===== config.mk =====
export PLATFORM = sky130hd
export DESIGN_NAME = alu_bitslice
export DESIGN_NICKNAME = d
export VERILOG_FILES = /design/src/rtl/alu_pkg.sv /design/src/rtl/alu_ctrl.sv /design/src/rtl/alu_slice.sv /design/src/rtl/alu_datapath.sv /design/src/rtl/alu_bitslice.sv
export SDC_FILE = /design/constraint.sdc
export NUM_CORES = 1
export LEC_CHECK = 0
export ABC_AREA = 1
export BUFFER_PORTS_ARGS = -buffer_cell sky130_fd_sc_hd__buf_4
export CORE_MARGIN = 10
export CORE_UTILIZATION = 35
export DETAILED_ROUTE_END_ITERATION = 12
export SYNTH_ARGS = -nofsm -noshare
export SYNTH_HDL_FRONTEND = slang
export SYNTH_SLANG_ARGS = --single-unit

===== constraint.sdc =====
create_clock -name vclk -period 22.3
set_input_delay 1.115 -clock vclk [all_inputs]
set_output_delay 1.115 -clock vclk [all_outputs]
set_load 0.01 [all_outputs]

===== src/rtl/alu_pkg.sv =====
package alu_pkg;
  localparam int SEL_W = 2;

  typedef enum logic [SEL_W-1:0] {
    SEL_AND  = 2'd0,
    SEL_OR   = 2'd1,
    SEL_SUM  = 2'd2,
    SEL_LESS = 2'd3
  } aluSel_e;

  typedef struct packed {
    logic    negB;
    aluSel_e sel;
    logic    ovfEn;
  } aluCtrl_t;
endpackage


===== src/rtl/alu_ctrl.sv =====
module alu_ctrl
  import alu_pkg::*;
(
  input  logic [2:0] aluOp,
  output aluCtrl_t   ctrl
);
  always_comb begin
    ctrl.negB  = aluOp[2];
    ctrl.sel   = aluSel_e'(aluOp[1:0]);
    ctrl.ovfEn = (aluOp[1:0] == 2'b10);
  end
endmodule


===== src/rtl/alu_slice.sv =====
module alu_slice
  import alu_pkg::*;
(
  input  logic     a,
  input  logic     b,
  input  logic     cin,
  input  logic     less,
  input  aluCtrl_t ctrl,
  output logic     res,
  output logic     sum,
  output logic     cout
);
  logic bEff;

  always_comb begin
    bEff = b ^ ctrl.negB;
    sum  = a ^ bEff ^ cin;
    cout = (a & bEff) | ((a | bEff) & cin);
    unique case (ctrl.sel)
      SEL_AND: res = a & bEff;
      SEL_OR:  res = a | bEff;
      SEL_SUM: res = sum;
      default: res = less;
    endcase
  end
endmodule


===== src/rtl/alu_datapath.sv =====
module alu_datapath
  import alu_pkg::*;
#(
  parameter int WIDTH = 32
) (
  input  logic [WIDTH-1:0] opA,
  input  logic [WIDTH-1:0] opB,
  input  aluCtrl_t         ctrl,
  output logic [WIDTH-1:0] result,
  output logic             zeroFlag,
  output logic             ovfFlag
);
  localparam int TOP = WIDTH - 1;

  logic [WIDTH:0]   carry;
  logic [WIDTH-1:0] sumBits;
  logic [WIDTH-1:0] lessIn;
  logic             setBit;

  assign carry[0] = ctrl.negB;
  assign setBit   = sumBits[TOP];

  for (genvar i = 0; i < WIDTH; i++) begin : g_slice
    if (i == 0) begin : g_wrap
      assign lessIn[i] = setBit;
    end else begin : g_tie
      assign lessIn[i] = 1'b0;
    end
    alu_slice u_slice (
      .a   (opA[i]),
      .b   (opB[i]),
      .cin (carry[i]),
      .less(lessIn[i]),
      .ctrl(ctrl),
      .res (result[i]),
      .sum (sumBits[i]),
      .cout(carry[i+1])
    );
  end

  assign zeroFlag = ~(|result);
  assign ovfFlag  = ctrl.ovfEn & (carry[TOP] ^ carry[WIDTH]);
endmodule


===== src/rtl/alu_bitslice.sv =====
module alu_bitslice
  import alu_pkg::*;
#(
  parameter int WIDTH = 32
) (
  input  logic [WIDTH-1:0] opA,
  input  logic [WIDTH-1:0] opB,
  input  logic [2:0]       aluOp,
  output logic [WIDTH-1:0] result,
  output logic             zeroFlag,
  output logic             ovfFlag
);
  aluCtrl_t ctrl;

  alu_ctrl u_ctrl (
    .aluOp(aluOp),
    .ctrl (ctrl)
  );

  alu_datapath #(.WIDTH(WIDTH)) u_dp (
    .opA     (opA),
    .opB     (opB),
    .ctrl    (ctrl),
    .result  (result),
    .zeroFlag(zeroFlag),
    .ovfFlag (ovfFlag)
  );
endmodule


==> results.toml <==
[sta]
drv_slew = 0
max_freq_ghz = 0.0632
tightest_slew_ns = 0.726
finalCritPeriodShare_pct = 71.0
setup_viol_count_final = 0
rsz0062_at_grt = "no"
timing.slew.headroom_pct = 51.5
finalHoldViolations = 0
fin_setup_tns_ns = 0
fin_crit_ns = 15.82

[route]
dr.first_iter.drc_count = 90
first_pass_iters = 4
routed_wirelength_um = 7910
post_drt_via_cell_ratio = 4.23
vias = 2696
final_antenna_net_count = 0
wl_per_cell_um = 12.4
drc_errors = 0

[worst_hold_path]
min_to = "result[12]"
hp-class = "in -> out"
min_path_cells = 4
hold_start = "aluOp[0]"

[global_routing]
grt_use_total_pct = 11.2
grt_max_degree = 35
grt-ovfl-total = 0
grt_pass1_vias = 2773
grt_pass1_wl_um = 12700
antenna_found_initial = 0

[layout]
nNetsFinal = 691
ff_latch_area_um2 = 0
final_core_util_pct = 41.7
area_growth_pct = 17.0
drive_gt1_share_pct = 20.3
instances_no_fill = 638
nClkBuffers = 0
antennaDiodeCount = 0
final_cell_mix = "inv_1, buf_4, nand2_1"
fillerInstances = 948
seq_cells = 0
final_common_cell = "inv_1"

[die]
dieArea_um2 = 13600
die_h_um = 117
row_count = 35
fp.dieW_um = 117
initial_core_util_pct = 35.6
pin_count = 101
coreArea_um2 = 9150

[worst_setup_path]
crit_slowest_cell = "buf_4"
path_max_fanout = 34
crit_arrival_ns = 14.71
start_kind = "primary input"
slowest_delay_ns = 0.47
crit_type = "in -> out"
crit_path_end_kind = "output port"
path_common_cell = "fa_1"
required_ns = 21.19

[synth]
syn_nets = 633
netlist_instances = 471
yosysWarnings = 0
synth_cell_types = 17
syn_area_um2 = 3260
synth.avg_cell_area_um2 = 6.93
seq_area_frac_synth_pct = 0

[power_and_ir_drop]
peakVddDrop_v = 0.0000126
power_density_nw_per_um2 = 25.5
p_leak_nw = 2.23

[job]
maxCapViolCount = 0

[clock_tree]
cts_setup_buffers = 0
ctsHoldBuffers = 0
cts_resized = 0

[place]
portBuffers = 101
place_inst = 638
routabilityCongestion = 0.824
dp_hpwl_um = 6770

[outcome]
status = "complete, no violations"
[power by group]
group | internal, mW | switching (mW) | total [mW]
combinational | 0.0438 | 0.0536 | 0.0974
clock | 0 | 0 | 0
sequential | 0 | 0 | 0
total | 0.0438 | 0.0536 | 0.0974
[worst max-delay path: cells and delay by family]
| kind | cells | cell delay, ns |
|---|---|---|
| fa+ha+maj | 31 | 11.60 |
| buf+inv | 9 | 1.12 |
| simple gates | 7 | 0.66 |
| xor+xnor | 1 | 0.21 |
[synth_stat cells]
library cell | count | share of area, %
ha_1 | 64 | 25
nand3_2 | 1 | 0.31
xor2_1 | 3 | 0.81
nand3b_1 | 4 | 0.92
fa_1 | 31 | 19
nor2_4 | 3 | 1.0
inv_2 | 2 | 0.23
xnor2_1 | 30 | 8.1
inv_1 | 118 | 14
nand2_1 | 99 | 11
clkbuf_1 | 1 | 0.11
buf_4 | 33 | 7.6
nand3_1 | 35 | 5.4
buf_2 | 5 | 0.77
buf_6 | 6 | 2.1
nor2_1 | 35 | 4.0
o21ai_0 | 1 | 0.15
[cell families after synthesis]
group           Yosys count  synth area share (%)
buf+inv                 165                  24.4
xor+xnor                 33                  8.86
fa+ha+maj                95                  43.6
compound gates            1                 0.153
simple gates            177                  23.1
[stage by stage]
| stage | worst slack, ns | hold WS (ns) | total power, mW | instance area, um2 |
|---|---|---|---|---|
| floorplan | 7.23 | 2.49 | 0.0715 | 3260 |
| global route | 5.76 | 2.76 | 0.113 | 3810 |
| global placement | 6.62 | 2.73 | 0.0966 | 3810 |
| finish | 6.48 | 2.72 | 0.0974 | 3810 |
| CTS | 6.40 | 2.73 | 0.0993 | 3810 |
| detailed placement | 6.41 | 2.73 | 0.0989 | 3810 |
[how the worst max path moves through the flow]
stage / depth (start not counted) / endpoint / startpoint / slack (ns)
floorplan: 48 / zeroFlag / aluOp[2] / 7.23
CTS: 48 / zeroFlag / aluOp[2] / 6.40
global placement: 48 / zeroFlag / aluOp[2] / 6.62
global route: 48 / zeroFlag / aluOp[2] / 5.76
detailed placement: 48 / zeroFlag / aluOp[2] / 6.41
finish: 48 / zeroFlag / aluOp[2] / 6.48
[final cells by class]
cell class,instances,area (um2),share of cell area (%)
Multi-Input combinational cell,306,2470,64.7
Timing Repair Buffer,101,758,19.9
Tap cell,111,139,3.64
Inverter,120,450,11.8
[metal layers]
layer | GRT usage (%) | routed length (um) | up-vias
li1 | - | - | 1403
met1 | 13.5 | 3390 | 1221
met2 | 20.3 | 3760 | 72
met3 | 3.39 | 757 | 0
met4 | 0 | 0 | 0
met5 | 0 | 0 | -
Power figures use the tool's default switching activity.
